File: src/rtl/irq_sense_pkg.sv
package irq_sense_pkg;

    typedef enum logic [1:0] {
        SENSE_LOW  = 2'b00,
        SENSE_FALL = 2'b01,
        SENSE_RISE = 2'b10,
        SENSE_BOTH = 2'b11
    } sense_e;

    typedef enum logic [1:0] {
        FL_IDLE  = 2'b00,
        FL_PEND  = 2'b01,
        FL_ARMED = 2'b10
    } flag_st_e;

endpackage

File: src/rtl/irq_sync.sv
module irq_sync #(
    parameter int N_PINS = 4
) (
    input  logic              clk,
    input  logic              rst_n,
    input  logic [N_PINS-1:0] pin_i,
    output logic [N_PINS-1:0] sync_o
);
    logic [N_PINS-1:0] meta_q;
    logic [N_PINS-1:0] sync_q;

    generate
        for (genvar i = 0; i < N_PINS; i++) begin : g_bit
            always_ff @(posedge clk or negedge rst_n) begin
                if (!rst_n) begin
                    meta_q[i] <= 1'b1;
                    sync_q[i] <= 1'b1;
                end else begin
                    meta_q[i] <= pin_i[i];
                    sync_q[i] <= meta_q[i];
                end
            end
        end
    endgenerate

    assign sync_o = sync_q;

    // Age counter used only by the check below.
    logic [1:0] age_q;
    always_ff @(posedge clk or negedge rst_n) begin
        if (!rst_n)              age_q <= 2'd0;
        else if (age_q != 2'd2)  age_q <= age_q + 2'd1;
    end

    // the synchronized level lags the pin by two edges.
    a_r2_two_stage: assert property (@(posedge clk) disable iff (!rst_n)
        (age_q == 2'd2) |-> (sync_o == $past(pin_i, 2)));

endmodule

File: src/rtl/irq_edge_det.sv
module irq_edge_det
    import irq_sense_pkg::*;
#(
    parameter int N_PINS = 4
) (
    input  logic                clk,
    input  logic                rst_n,
    input  logic [N_PINS-1:0]   lvl_i,
    input  logic [2*N_PINS-1:0] mode_i,
    output logic [N_PINS-1:0]   ev_o
);
    logic [N_PINS-1:0] prev_q;

    always_ff @(posedge clk or negedge rst_n) begin
        if (!rst_n) prev_q <= '1;
        else        prev_q <= lvl_i;
    end

    generate
        for (genvar i = 0; i < N_PINS; i++) begin : g_det
            sense_e mode_w;
            assign mode_w = sense_e'(mode_i[2*i +: 2]);

            always_comb begin
                unique case (mode_w)
                    SENSE_LOW:  ev_o[i] = 1'b0;
                    SENSE_FALL: ev_o[i] = prev_q[i] & ~lvl_i[i];
                    SENSE_RISE: ev_o[i] = ~prev_q[i] & lvl_i[i];
                    SENSE_BOTH: ev_o[i] = prev_q[i] ^ lvl_i[i];
                    default:    ev_o[i] = 1'b0;
                endcase
            end

            // an edge is only reported when the sample actually moved.
            a_r4_edge_needs_change: assert property (@(posedge clk) disable iff (!rst_n)
                ev_o[i] |-> (lvl_i[i] != prev_q[i]));
        end
    endgenerate

endmodule

File: src/rtl/irq_flag_fsm.sv
module irq_flag_fsm
    import irq_sense_pkg::*;
(
    input  logic   clk,
    input  logic   rst_n,
    input  sense_e mode_i,
    input  logic   lvl_i,
    input  logic   ev_i,
    input  logic   rd_i,
    input  logic   wr_zero_i,
    input  logic   ack_i,
    output logic   flag_o
);
    flag_st_e st_q;
    flag_st_e st_d;
    logic     clear_w;

    assign clear_w = (wr_zero_i && (st_q == FL_ARMED)) ||
                     (ack_i && (st_q != FL_IDLE));

    // State register.
    always_ff @(posedge clk or negedge rst_n) begin
        if (!rst_n) st_q <= FL_IDLE;
        else        st_q <= st_d;
    end

    // Next state.
    always_comb begin
        st_d = st_q;
        if (mode_i == SENSE_LOW) begin
            st_d = FL_IDLE;
        end else begin
            unique case (st_q)
                FL_IDLE: begin
                    if (ev_i) st_d = FL_PEND;
                end
                FL_PEND: begin
                    if (clear_w)   st_d = ev_i ? FL_PEND : FL_IDLE;
                    else if (rd_i) st_d = FL_ARMED;
                end
                FL_ARMED: begin
                    if (clear_w) st_d = ev_i ? FL_PEND : FL_IDLE;
                end
                default: st_d = FL_IDLE;
            endcase
        end
    end

    // Output.
    always_comb begin
        if (mode_i == SENSE_LOW) flag_o = ~lvl_i;
        else                     flag_o = (st_q != FL_IDLE);
    end

    // nothing but a detected edge leaves the idle state.
    a_r6_no_set_without_edge: assert property (@(posedge clk) disable iff (!rst_n)
        (st_q == FL_IDLE && !ev_i) |=> (st_q == FL_IDLE));

    // a pending flag that was never read survives writes.
    a_r6_pend_needs_read: assert property (@(posedge clk) disable iff (!rst_n)
        (st_q == FL_PEND && !ack_i && mode_i != SENSE_LOW) |=> (st_q != FL_IDLE));

    // low-level mode keeps the edge machine parked.
    a_r3_level_parks: assert property (@(posedge clk) disable iff (!rst_n)
        (mode_i == SENSE_LOW) |=> (st_q == FL_IDLE));

    // acknowledge without a colliding edge clears the flag.
    a_r7_ack_clears: assert property (@(posedge clk) disable iff (!rst_n)
        (mode_i != SENSE_LOW && ack_i && st_q != FL_IDLE && !ev_i) |=> (st_q == FL_IDLE));

endmodule

File: src/rtl/irq_regs.sv
module irq_regs #(
    parameter int N_PINS = 4,
    localparam int DW = 2 * N_PINS
) (
    input  logic              clk,
    input  logic              rst_n,
    input  logic              reg_sel,
    input  logic              reg_wr,
    input  logic              reg_rd,
    input  logic [DW-1:0]     reg_wdata,
    input  logic [N_PINS-1:0] flags_i,
    input  logic [N_PINS-1:0] lvl_i,
    output logic [DW-1:0]     ctrl_o,
    output logic              ctrl_wr_o,
    output logic              rd_status_o,
    output logic [N_PINS-1:0] wr_zero_o,
    output logic [DW-1:0]     reg_rdata
);
    logic [DW-1:0] ctrl_q;

    assign ctrl_wr_o   = reg_wr && !reg_sel;
    assign rd_status_o = reg_rd && reg_sel;

    generate
        for (genvar i = 0; i < N_PINS; i++) begin : g_wz
            assign wr_zero_o[i] = reg_wr && reg_sel && !reg_wdata[i];
        end
    endgenerate

    always_ff @(posedge clk or negedge rst_n) begin
        if (!rst_n)         ctrl_q <= '0;
        else if (ctrl_wr_o) ctrl_q <= reg_wdata;
    end

    assign ctrl_o    = ctrl_q;
    assign reg_rdata = reg_sel ? {lvl_i, flags_i} : ctrl_q;

    // the control register holds unless written.
    a_r9_ctrl_holds: assert property (@(posedge clk) disable iff (!rst_n)
        !ctrl_wr_o |=> $stable(ctrl_q));

    // a control write lands on the next edge.
    a_r9_ctrl_loads: assert property (@(posedge clk) disable iff (!rst_n)
        ctrl_wr_o |=> (ctrl_q == $past(reg_wdata)));

endmodule

File: src/rtl/irq_sense_top.sv
module irq_sense_top
    import irq_sense_pkg::*;
#(
    parameter int N_PINS = 4,
    localparam int DW = 2 * N_PINS
) (
    input  logic              clk,
    input  logic              rst_n,
    input  logic [N_PINS-1:0] pin_i,
    input  logic [N_PINS-1:0] ack_i,
    input  logic              reg_sel,
    input  logic              reg_wr,
    input  logic              reg_rd,
    input  logic [DW-1:0]     reg_wdata,
    output logic [DW-1:0]     reg_rdata,
    output logic [N_PINS-1:0] irq_o
);
    logic [N_PINS-1:0] lvl_w;
    logic [N_PINS-1:0] ev_w;
    logic [N_PINS-1:0] flag_w;
    logic [N_PINS-1:0] wr_zero_w;
    logic [DW-1:0]     ctrl_w;
    logic              ctrl_wr_w;
    logic              rd_status_w;

    irq_sync #(.N_PINS(N_PINS)) u_sync (
        .clk    (clk),
        .rst_n  (rst_n),
        .pin_i  (pin_i),
        .sync_o (lvl_w)
    );

    irq_edge_det #(.N_PINS(N_PINS)) u_edge (
        .clk    (clk),
        .rst_n  (rst_n),
        .lvl_i  (lvl_w),
        .mode_i (ctrl_w),
        .ev_o   (ev_w)
    );

    irq_regs #(.N_PINS(N_PINS)) u_regs (
        .clk         (clk),
        .rst_n       (rst_n),
        .reg_sel     (reg_sel),
        .reg_wr      (reg_wr),
        .reg_rd      (reg_rd),
        .reg_wdata   (reg_wdata),
        .flags_i     (flag_w),
        .lvl_i       (lvl_w),
        .ctrl_o      (ctrl_w),
        .ctrl_wr_o   (ctrl_wr_w),
        .rd_status_o (rd_status_w),
        .wr_zero_o   (wr_zero_w),
        .reg_rdata   (reg_rdata)
    );

    generate
        for (genvar i = 0; i < N_PINS; i++) begin : g_pin
            irq_flag_fsm u_fsm (
                .clk       (clk),
                .rst_n     (rst_n),
                .mode_i    (sense_e'(ctrl_w[2*i +: 2])),
                .lvl_i     (lvl_w[i]),
                .ev_i      (ev_w[i]),
                .rd_i      (rd_status_w),
                .wr_zero_i (wr_zero_w[i]),
                .ack_i     (ack_i[i]),
                .flag_o    (flag_w[i])
            );

            // a detected edge always leaves the request raised.
            a_r8_set_wins: assert property (@(posedge clk) disable iff (!rst_n)
                (ev_w[i] && ctrl_w[2*i +: 2] != 2'b00 && !ctrl_wr_w) |=> irq_o[i]);

            // in low-level mode the request tracks the synchronized pin.
            a_r3_level_tracks: assert property (@(posedge clk) disable iff (!rst_n)
                (ctrl_w[2*i +: 2] == 2'b00) |-> (irq_o[i] == !reg_rdata_lvl(i)));
        end
    endgenerate

    function automatic logic reg_rdata_lvl(input int idx);
        return lvl_w[idx];
    endfunction

    assign irq_o = flag_w;

endmodule

File: config.mk
export PLATFORM = sky130hd
export DESIGN_NAME = irq_sense_top
export DESIGN_NICKNAME = d
export VERILOG_FILES = /design/src/rtl/irq_sense_pkg.sv /design/src/rtl/irq_sync.sv /design/src/rtl/irq_edge_det.sv /design/src/rtl/irq_flag_fsm.sv /design/src/rtl/irq_regs.sv /design/src/rtl/irq_sense_top.sv
export SDC_FILE = /design/constraint.sdc
export NUM_CORES = 1
export LEC_CHECK = 0
export CAP_MARGIN = 20
export CORE_MARGIN = 2
export CORE_UTILIZATION = 25
export CTS_CLUSTER_SIZE = 40
export DETAILED_ROUTE_END_ITERATION = 10
export GPL_TIMING_DRIVEN = 1
export SLEW_MARGIN = 10
export SYNTH_ARGS = -nofsm -noshare
export SYNTH_HDL_FRONTEND = slang
export SYNTH_SLANG_ARGS = --single-unit
File: constraint.sdc
create_clock -name clk -period 4.5 [get_ports clk]
set_input_delay 1.125 -clock clk [delete_from_list [all_inputs] [get_ports clk]]
set_output_delay 1.125 -clock clk [all_outputs]
set_load 0.01 [all_outputs]
==> summary.md <==
| Metric | Value |
|---|---|
| Status | `finished, final reports clean` |
| Reg power frac | `roughly 44%` |
| Num rows | `27` |
| P_leak | `~0.8 nW` |
| Hold path cells | `0` |
| Clk slew on worst S/H paths | `about 0.090 ns` |
| Final Hold Fails | `0` |
| TritonCTS buffer count | `3` |
| Reg2reg end | `g_pin[0].u_fsm.st_q[0]` |
| Combinational share of power | `30.3%` |
| Kind of critical path | `primary input to output port` |
| Post-CTS Resized | `0` |
| GR Overflow Total | `0` |
| Total core area | `~5600 um^2` |
| Post-route DRC | `0` |
| Vias in the first global route | `about 980` |
| TritonCTS clock tree | `built` |
| Worst-skew pair later-pin latency | `between 0.2 and 0.3 ns` |
| Diode count | `0` |
| YS warnings | `0` |
| Cell Int Power | `around 0.54 mW` |
| Register area share after synthesis | `between 40% and 50%` |
| Reg2Reg Depth | `6` |
| Largest net degree at the start of global routing | `24` |
| Iteration-0 DRC Markers | `51` |
| DIE WIDTH | `80.7 um` |
| Clk pwr share | `25.9%` |
| HP Class | `flop to flop` |
| Cell taking the most area after synthesis | `dfrtp_1` |
| Skew final | `about 0.0027 ns` |
| Layout cells sized above 1 | `21.7%` |
| Slew Limit Fails | `0` |
| Net Sw Power | `approximately 0.21 mW` |
| Wire length of the first global-routing pass | `roughly 4.9 mm` |
| Design Power | `roughly 0.75 mW` |
| Fin cells | `between 200 and 250` |
| Syn Area/Cell | `around 11 um^2` |
| Setup Buffers After CTS | `0` |
| CP startpoint kind | `primary input` |
| P&R area growth vs syn | `32.7%` |
| Arr. time, crit path | `~2.9 ns` |
| Die area | `6510 um^2` |
| R2R setup slack | `2.95 ns` |
| IO Count | `33` |
| Mapped Nets | `162` |
| Max Root-Sink Buffers | `2` |
| Final setup viols | `0` |
| Routed Wire Length | `between 2 and 3 mm` |
| Top fanout value on the critical path | `13` |
| Pwr Density | `382 nW/um^2` |
| Initial antenna violation count | `0` |
| Yosys cell types | `30` |
| Syn Inst Count | `roughly 130` |
| Maximum vdd drop | `about 160 uV` |
| Worst Setup End Kind | `output port` |
| Die Ht | `80.7 um` |
| Flops & latches, synth | `28` |
| RD Place Congestion | `0.780` |
| Fill count | `574` |
| Via count | `between 1k and 1.5k` |
| Max-slew headroom | `47.0%` |
| Vias per inst | `4.53` |
| RSZ-0062 raised after global routing | `no` |
| Total GRT Usage | `roughly a tenth` |
| Initial Util | `26.2%` |
| Synth area leaders | `dfrtp_1, dfstp_2, mux2_2` |
| Hold Path End | `u_sync.sync_o[2]` |
| Post-DP HPWL | `approximately 2.2 mm` |
| Post-Route Setup TNS | `0 ns` |
| Post-CTS Hold Fix Bufs | `0` |
| Placed Cells | `about 230` |
| Share of the synthesized area in the top cell type | `between 20% and 30%` |
| Minimum clock period | `approximately 4.0 ns` |
| Max-cap violations | `0` |
| Max Clk Rate | `roughly 250 MHz` |
| Antenna-violating nets left | `0` |
| Final nets | `196` |
| Post-synthesis instance area | `~1500 um^2` |
| Port bufs | `32` |
| TritonCTS Sinks | `28` |
| Net Sw Frac | `~28%` |
| Final period util | `~89%` |
| Worst hold start | `u_sync.meta_q[2]` |
| H-Tree Level Count | `1` |
| CTS root buf | `clkbuf_8` |
| CP required | `3.38 ns` |
| FF-to-FF Start | `u_edge.prev_q[0]` |
| DR pass1 iterations | `6` |
| Slew @ Worst Pin | `just under 0.8 ns` |
| WL/cell | `12.6 um` |
-- how the worst max path moves through the flow --
stage                     startpoint            to  slack (ns)  cells past startpoint
after CTS                    reg_sel  reg_rdata[2]        0.47                      3
final                        reg_sel  reg_rdata[5]        0.47                      3
after global placement       reg_sel  reg_rdata[4]        0.50                      3
after floorplan              reg_sel  reg_rdata[0]        1.75                      2
after global routing         reg_sel  reg_rdata[2]        0.42                      3
after detailed placement     reg_sel  reg_rdata[2]        0.48                      3
-- synth_stat cells (all sizes together) --
master and n:
nor4b 1, nand2 7, o32ai 2, inv 9, a21oi 9, xor2 1, ha 8, buf 6
nor3 9, a31o 1, a221o 3, nand3b 1, o221ai 1, or2 1, o21ai 7, o22a 3
and2b 1, dfrtp 16, o311a 1, nand3 2, nand2b 8, mux2 16, nor2b 1, nand4b 1
dfstp 12, o211ai 1, nor2 5
-- per-layer routing --
layer,part of all wire [%],up-vias,GRT usage [%]
met3,5.5,2,2.47
met4,0.64,0,3.05
met2,45,23,14.7
met5,0,-,0
li1,-,543,-
met1,49,509,13.7
-- per-stage QoR --
| stage | util, % | cell area [um^2] | setup slack, ns | hold slack [ns] |
|---|---|---|---|---|
| after floorplan | - | 1470 | 1.75 | 0.345 |
| after global placement | 33.1 | 1850 | 0.499 | 0.346 |
| after detailed placement | 33.1 | 1850 | 0.483 | 0.347 |
| after CTS | 34.3 | 1930 | 0.470 | 0.361 |
| after global routing | 34.8 | 1950 | 0.421 | 0.367 |
| final | 34.8 | 1950 | 0.475 | 0.361 |
-- kinds of logic after synthesis --
family | Yosys count | synth area share [%]
AO/OA/AOI/OAI | 28 | 12.8
XOR/XNOR | 1 | 0.595
adder cells (fa/ha/maj) | 8 | 6.80
buffers and inverters | 15 | 5.19
flip-flops | 28 | 48.6
multiplexers | 16 | 12.2
AND/OR/NAND/NOR | 37 | 13.7
-- critical path, cell delays in order --
cell,delay [ns]
clkdlybuf4s50_1,0.88
mux2_2,0.40
clkdlybuf4s50_1,0.49
-- flip-flops by register name, indices dropped and copies added, names as in the netlist --
register	cells
g_pin.u_fsm.st_q	8
u_edge.prev_q	4
u_regs.ctrl_o	8
u_sync.meta_q	4
u_sync.sync_o	4
-- power by group through the flow --
stage               logic (mW)  registers, mW  clock network (mW)
floorplan                0.146          0.319                   0
global placement         0.220          0.332                   0
detailed placement       0.223          0.331                   0
CTS                      0.225          0.327               0.200
global route             0.248          0.335               0.212
finish                   0.226          0.327               0.193
-- placed cells by master (no fill, tap or decap), types with 2 or more instances in the layout --
master           synthesis  routed
a21oi_1                  9       9
a221o_1                  3       3
buf_4                    5       2
clkbuf_8                 0       3
clkdlybuf4s50_1          0      32
dfrtp_1                 16      16
dfstp_2                 12      12
ha_1                     8       8
inv_1                    9       9
mux2_2                  15      15
nand2_1                  7       7
nand2b_1                 8       8
nand3_1                  2       2
nor2_1                   5       5
nor3_1                   9       9
o21ai_0                  6       6
o22a_1                   3       3
o32ai_1                  2       2
-- final cells by class --
type	count	area, um^2	area share, %
sequential	28	716	36.6
multi-input combinational	90	679	34.8
timing repair buffer	35	363	18.6
tap	72	90.1	4.61
clock buffer	3	41.3	2.11
inverter	9	33.8	1.73
clock inverter	1	30.0	1.54
Note: power is estimated with default switching activity, not from simulation.
